`src/rtl/dacif_pkg.sv`:
```
package dacif_pkg;
  localparam int BUS_W  = 8;
  localparam int CODE_W = 12;
  localparam int NCHAN  = 2;

  // Place one bus piece into a code word: the low byte or the high part.
  function automatic logic [CODE_W-1:0] merge_piece(
    input logic [CODE_W-1:0] word,
    input logic              hi_sel,
    input logic [BUS_W-1:0]  data
  );
    logic [CODE_W-1:0] res;
    res = word;
    if (hi_sel) res[CODE_W-1:BUS_W] = data[CODE_W-BUS_W-1:0];
    else        res[BUS_W-1:0]      = data;
    return res;
  endfunction
endpackage

```
`src/rtl/dacif_ctrl.sv`:
```
module dacif_ctrl #(
  parameter int NCH = dacif_pkg::NCHAN,
  localparam int CH_W = (NCH > 1) ? $clog2(NCH) : 1,
  localparam int ADDR_W = CH_W + 1
) (
  input  logic [ADDR_W-1:0] addr,
  input  logic              cs_n,
  input  logic              wr_n,
  input  logic              upd_n,
  output logic [NCH-1:0]    ld_lo,
  output logic [NCH-1:0]    ld_hi,
  output logic              xfer
);
  logic wr_sel;
  assign wr_sel = !cs_n && !wr_n;
  assign xfer   = !upd_n && !wr_n;

  for (genvar ch = 0; ch < NCH; ch++) begin : g_dec
    logic hit;
    assign hit       = wr_sel && (addr[ADDR_W-1:1] == CH_W'(ch));
    assign ld_lo[ch] = hit && !addr[0];
    assign ld_hi[ch] = hit &&  addr[0];
  end
endmodule

```
`src/rtl/dacif_inreg.sv`:
```
module dacif_inreg #(
  parameter int BW = dacif_pkg::BUS_W,
  parameter int CW = dacif_pkg::CODE_W
) (
  input  logic          clk,
  input  logic          clr_n,
  input  logic          ld_lo,
  input  logic          ld_hi,
  input  logic [BW-1:0] bus_d,
  output logic [CW-1:0] word_q,
  output logic [CW-1:0] word_nxt
);
  always_comb begin
    word_nxt = word_q;
    if (ld_lo || ld_hi) word_nxt = dacif_pkg::merge_piece(word_q, ld_hi, bus_d);
  end

  always_ff @(posedge clk or negedge clr_n) begin
    if (!clr_n) word_q <= '0;
    else        word_q <= word_nxt;
  end
endmodule

```
`src/rtl/dacif_outreg.sv`:
```
module dacif_outreg #(
  parameter int CW = dacif_pkg::CODE_W
) (
  input  logic          clk,
  input  logic          clr_n,
  input  logic          xfer,
  input  logic [CW-1:0] din,
  output logic [CW-1:0] dout
);
  always_ff @(posedge clk or negedge clr_n) begin
    if (!clr_n)    dout <= '0;
    else if (xfer) dout <= din;
  end
endmodule

```
`src/rtl/dual_dac_byteload_if.sv`:
```
module dual_dac_byteload_if (
  input  logic        clk,
  input  logic        clr_n,
  input  logic [7:0]  bus_d,
  input  logic [1:0]  addr,
  input  logic        cs_n,
  input  logic        wr_n,
  input  logic        upd_n,
  output logic [11:0] code_a,
  output logic [11:0] code_b
);
  localparam int NCH = dacif_pkg::NCHAN;
  localparam int BW  = dacif_pkg::BUS_W;
  localparam int CW  = dacif_pkg::CODE_W;

  logic [NCH-1:0] ld_lo, ld_hi;
  logic           xfer;
  logic [CW-1:0]  word_q   [NCH];
  logic [CW-1:0]  word_nxt [NCH];
  logic [CW-1:0]  code_q   [NCH];
  logic [CW-1:0]  word_a, word_b;

  dacif_ctrl #(.NCH(NCH)) ctrl_i (
    .addr (addr),
    .cs_n (cs_n),
    .wr_n (wr_n),
    .upd_n(upd_n),
    .ld_lo(ld_lo),
    .ld_hi(ld_hi),
    .xfer (xfer)
  );

  for (genvar ch = 0; ch < NCH; ch++) begin : g_chan
    dacif_inreg #(.BW(BW), .CW(CW)) inreg_i (
      .clk     (clk),
      .clr_n   (clr_n),
      .ld_lo   (ld_lo[ch]),
      .ld_hi   (ld_hi[ch]),
      .bus_d   (bus_d),
      .word_q  (word_q[ch]),
      .word_nxt(word_nxt[ch])
    );
    // The next-state word is what makes the transparent case include this cycle's byte.
    dacif_outreg #(.CW(CW)) outreg_i (
      .clk  (clk),
      .clr_n(clr_n),
      .xfer (xfer),
      .din  (word_nxt[ch]),
      .dout (code_q[ch])
    );
  end

  assign word_a = word_q[0];
  assign word_b = word_q[1];
  assign code_a = code_q[0];
  assign code_b = code_q[1];
endmodule

```
`config.mk`:
```
export PLATFORM = sky130hd
export DESIGN_NAME = dual_dac_byteload_if
export DESIGN_NICKNAME = d
export VERILOG_FILES = /design/src/rtl/dacif_pkg.sv /design/src/rtl/dacif_ctrl.sv /design/src/rtl/dacif_inreg.sv /design/src/rtl/dacif_outreg.sv /design/src/rtl/dual_dac_byteload_if.sv
export SDC_FILE = /design/constraint.sdc
export NUM_CORES = 1
export LEC_CHECK = 0
export ABC_AREA = 1
export BUFFER_PORTS_ARGS = -buffer_cell sky130_fd_sc_hd__buf_4
export CORE_ASPECT_RATIO = 1.5
export CORE_MARGIN = 1.5
export CORE_UTILIZATION = 40
export CTS_CLUSTER_SIZE = 30
export DETAILED_ROUTE_END_ITERATION = 10
export GPL_TIMING_DRIVEN = 0
export PLACE_DENSITY_LB_ADDON = 0.1
export SLEW_MARGIN = 10
export SYNTH_ARGS = -nofsm -noshare
export SYNTH_HDL_FRONTEND = slang
export SYNTH_SLANG_ARGS = --single-unit
```
`constraint.sdc`:
```
create_clock -name clk -period 0.8 [get_ports clk]
set_input_delay 0.16 -clock clk [delete_from_list [all_inputs] [get_ports clk]]
set_output_delay 0.16 -clock clk [all_outputs]
set_load 0.005 [all_outputs]
```
# == Yosys cells after proc, flatten, opt, wreduce, memory -nomap -nowiden ==
# Cells that the tools add are included.
# totals
elab_cells,25
output_inout_bits,24
regBits,48
# op_classes
mux,6
n_bitwise,1
n_reduce_logical,14
# op_table
operator,count
$mux W12,2
$mux W8,2
$logic_and A1 B1 Y1,8
$mux W4,2
$logic_not A1 Y1,4
$logic_or A1 B1 Y1,2
$not A1 Y1,1

# == Depth between registers and ports, before layout ==
# logic_depth
word_depth,6
depth_mapped,5
mapped_depth_nobuf,5

# == Cells and area by module ==
# From an unflattened synthesis, not the netlist that was laid out.
# unflattened
cells_unflattened,216
hier_area_um2,1974.4
# by_module_without_submodules
mod,area_per_inst_um2,n_inst,cells_each
dacif_inreg,509.2,2,52
dacif_outreg,457.9,2,51
dacif_ctrl,40.0,1,10

# == Worst setup path before layout ==
# OpenSTA, ideal clock, no wires.
# synth_path
path_type,input -> register
startpoint,input port addr[0]
endpoint,register g_chan[0].inreg_i.word_q[6]
stages,4
setup_ns,0.119
arrival_ns,0.745
slack_ns,-0.064
path_cell_list,clkinv_1 buf_2 nand4_1 and2_1
# synth_via
elab_chain_len,4
# synth_lines
element,line_no,text
from (decl),dual_dac_byteload_if.sv:5,"input logic [1:0] addr,"
$logic_not A1 Y1,dacif_ctrl.sv:21,assign ld_lo[ch] = hit && !addr[0];
$logic_and A1 B1 Y1,dacif_ctrl.sv:21,
$logic_or A1 B1 Y1,dacif_inreg.sv:15,"if (ld_lo || ld_hi) word_nxt = dacif_pkg::merge_piece(word_q, ld_hi, bus_d);"
$mux W12 (*),dacif_inreg.sv:15,
named net g_chan[0].inreg_i.word_nxt[6],dacif_inreg.sv:11,output logic [CW-1:0] word_nxt
to (signal assigned),dacif_inreg.sv:20,else word_q <= word_nxt;
to (decl),dacif_inreg.sv:10,"output logic [CW-1:0] word_q,"
# The timed path passes the listed nets; every way through them passes the cells marked *.
# A chain may end at the register's enable or synchronous reset.

# == Final worst setup path ==
# layout_path
startpoint,register g_chan[0].outreg_i.dout[2]
endpoint,output port code_a[2]
# layout_rtl
element,line_no,text
from (decl),dacif_outreg.sv:8,output logic [CW-1:0] dout
from (signal assigned),dacif_outreg.sv:12,else if (xfer) dout <= din;
to (decl),dual_dac_byteload_if.sv:9,"output logic [11:0] code_a,"
# No word-level cell between the ends.

==> impl_results.md <==
- Status: finished with violations
- Failing checks: negative hold slack, negative setup slack
- Largest net degree at the start of global routing: approximately 50
- Most common cell after layout, fill and taps aside: nand2_1
- Final worst-path cycle share: 123.3%
- MaxCap Viol Count: 0
- Relative slew slack: 59.12%
- Antenna violations before repair: 0
- Mapped Nets: approximately 260
- Inserted Diodes: 0
- Crit-path slowest cell: dfrtp_1
- Iter 0 DRT Violations: just under 80
- WP depth: 1
- Full die area: 5858 um2
- Leak: 1.500 nW
- Final Util: between 50% and 60%
- First-pass GRT wire length: slightly below 8000 um
- H-tree depth: 2
- TritonCTS clock tree: built
- WP data arrival: 0.83 ns
- Gpl congestion: 0.7547
- Peak VDD IR: 0.001168 V
- Insertion delay to the later sink of the worst-skew pair: 0.30 ns
- Core area: between 5000 and 6000 um2
- Post-route setup slack: -0.1866 ns
- Setup crit start kind: flip-flop
- Final Setup Violations: 24
- Design Area, Final: 2874 um2
- DP Area: 2540 um2
- R2r startpoint: g_chan[1].inreg_i.word_q[0]
- CP Max Fanout: 2
- Final Skew: between 0.003 and 0.004 ns
- Most frequent cells in the layout: nand2_1, dfrtp_1, inv_1
- Total CTS buffers: 5
- Fmax: 1.014 GHz
- Worst Setup SP: g_chan[0].outreg_i.dout[2]
- Routed WL: 4760 um
- Hold Slack: -0.1282 ns
- Grt ovf: 0
- Worst R2R Path Depth: 3
- Hpwl dp: 3147 um
- Clock sinks: 48
- WP data required: 0.64 ns
- Buffers and inverters on the worst path: 1
- Sequential share of the synthesized area: approximately 56%
- Ports: 39
- Area leader, netlist: dfrtp_1
- Placement Setup Slack: -0.3070 ns
- Synth top area cells: dfrtp_1, nand2_1, and2_1
- Number of global-route vias before repair: 1669
- Ys Warns: 0
- Total track usage: 17.47%
- Layout Nets: approximately 320
- Fillers: 482
- Row count: 32
- Antenna viol nets, final: 0
- Area Growth Syn to Fin: 33.08%
- DRC: 0
- DR vias: approximately 1.7k
- Worst slew pin tran: 0.6132 ns
- Fin crit period: 0.9866 ns
- DRT Pass-1 Iters: 4
- Drt wl/cell: 12.76 um
- Starting Density: 41.81%
- Mean Syn Cell Area: a little under 9 um2
- Routed vias/inst: 4.609
- Final hold violation count: 48
- Top-area cell type share of the netlist area: 55.62%
- PwrDens: approximately 2100 nW/um2
- CTS root buffer: clkbuf_8
- Hold Crit Class: input pin to asynchronous set/reset pin
- Max clock buf depth: 2
- Die width: 63.00 um
- Worst path cell trace: buf_6
- Port-buffer cells: 38
- Crit Path Class: flip-flop to output pin
- Cell area after synthesis: 2160 um2
- Number of synthesized register bits: 48
- RSZ-0062 raised after global routing: yes
- Die height: 92.99 um
- Clock-pin slew on the worst setup and hold paths: ~0.08 ns
- Synth cell types: 12
- Layout cells sized above 1: 27.21%
- Sum of negative setup slack: -4.213 ns
- Max Slew Vio Count: 0
- Crit-path leading delay family: flip-flops
- Critical path endpoint category: output pin
- Largest stage delay on the critical path: 0.40 ns
- Syn Inst Count: 243
[cell families (layout without fill, tap and decap cells)]
| logic type | after synthesis | after routing | synth area share [%] |
|---|---|---|---|
| buffers and inverters | 45 | 107 | 9.559 |
| flip-flops | 48 | 48 | 55.62 |
| AND/OR/NAND/NOR | 150 | 150 | 34.82 |
[layer usage]
layer	global-route usage, %	up-vias	wire length (um)
met2	29.43	27	2440
met5	0	-	0
met3	3.369	6	131
met1	21.73	800	2104
met4	7.593	0	84
li1	-	886	-
[cells in the mapped netlist (all sizes together)]
| cell | number |
|---|---|
| nand4 | 24 |
| nor2 | 2 |
| nand2 | 72 |
| dfrtp | 48 |
| clkinv | 1 |
| inv | 34 |
| buf | 10 |
| and2 | 24 |
| nand3 | 28 |
[state kept, by name, indices dropped and copies added, names as in the netlist]
name	flops
g_chan.inreg_i.word_q	24
g_chan.outreg_i.dout	24
[area by class of cell]
| class | instances | area (um2) | area share (%) |
|---|---|---|---|
| inverters | 35 | 136.4 | 4.745 |
| flip-flops and latches | 48 | 1201 | 41.79 |
| clock inverters | 2 | 10.01 | 0.3483 |
| multi-input cells | 150 | 782.0 | 27.21 |
| repair buffers | 54 | 493.0 | 17.15 |
| plain buffers | 10 | 83.83 | 2.917 |
| well taps | 68 | 85.08 | 2.960 |
| clock buffers | 6 | 82.58 | 2.873 |
[through the flow]
| step | power (mW) | std cells |
|---|---|---|
| detailed placement | 4.356 | 349 |
| CTS | 6.082 | 360 |
| global route | 6.536 | 373 |
| floorplan | 3.768 | 243 |
| finish | 6.141 | 373 |
| global placement | 4.327 | 349 |
[final timing paths]
path	to	slack [ns]
max	code_a[2]	-0.19
min reg2reg	g_chan[0].outreg_i.dout[9]	0.51
min in group clk	g_chan[1].outreg_i.dout[1]	0.16
min	g_chan[0].outreg_i.dout[9]	-0.13
max in group asynchronous	g_chan[1].inreg_i.word_q[6]	0.52
max reg2reg	g_chan[1].inreg_i.word_q[0]	0.05
[what timing repair did]
item / 4_1_cts / 5_1_grt
setup buffers: 3 / 14
endpoints found under the hold margin: 48 / 48
pin swaps: 0 / 2
endpoints found under the setup margin: 24 / 36
resized for setup: 24 / 8
[power by group]
| part | switching [mW] | internal [mW] | total, mW |
|---|---|---|---|
| Combinational | 0.679 | 0.914 | 1.59 |
| Sequential | 0.207 | 2.86 | 3.07 |
| Clock | 0.790 | 0.691 | 1.48 |
Note: power is estimated with default switching activity, not from simulation.
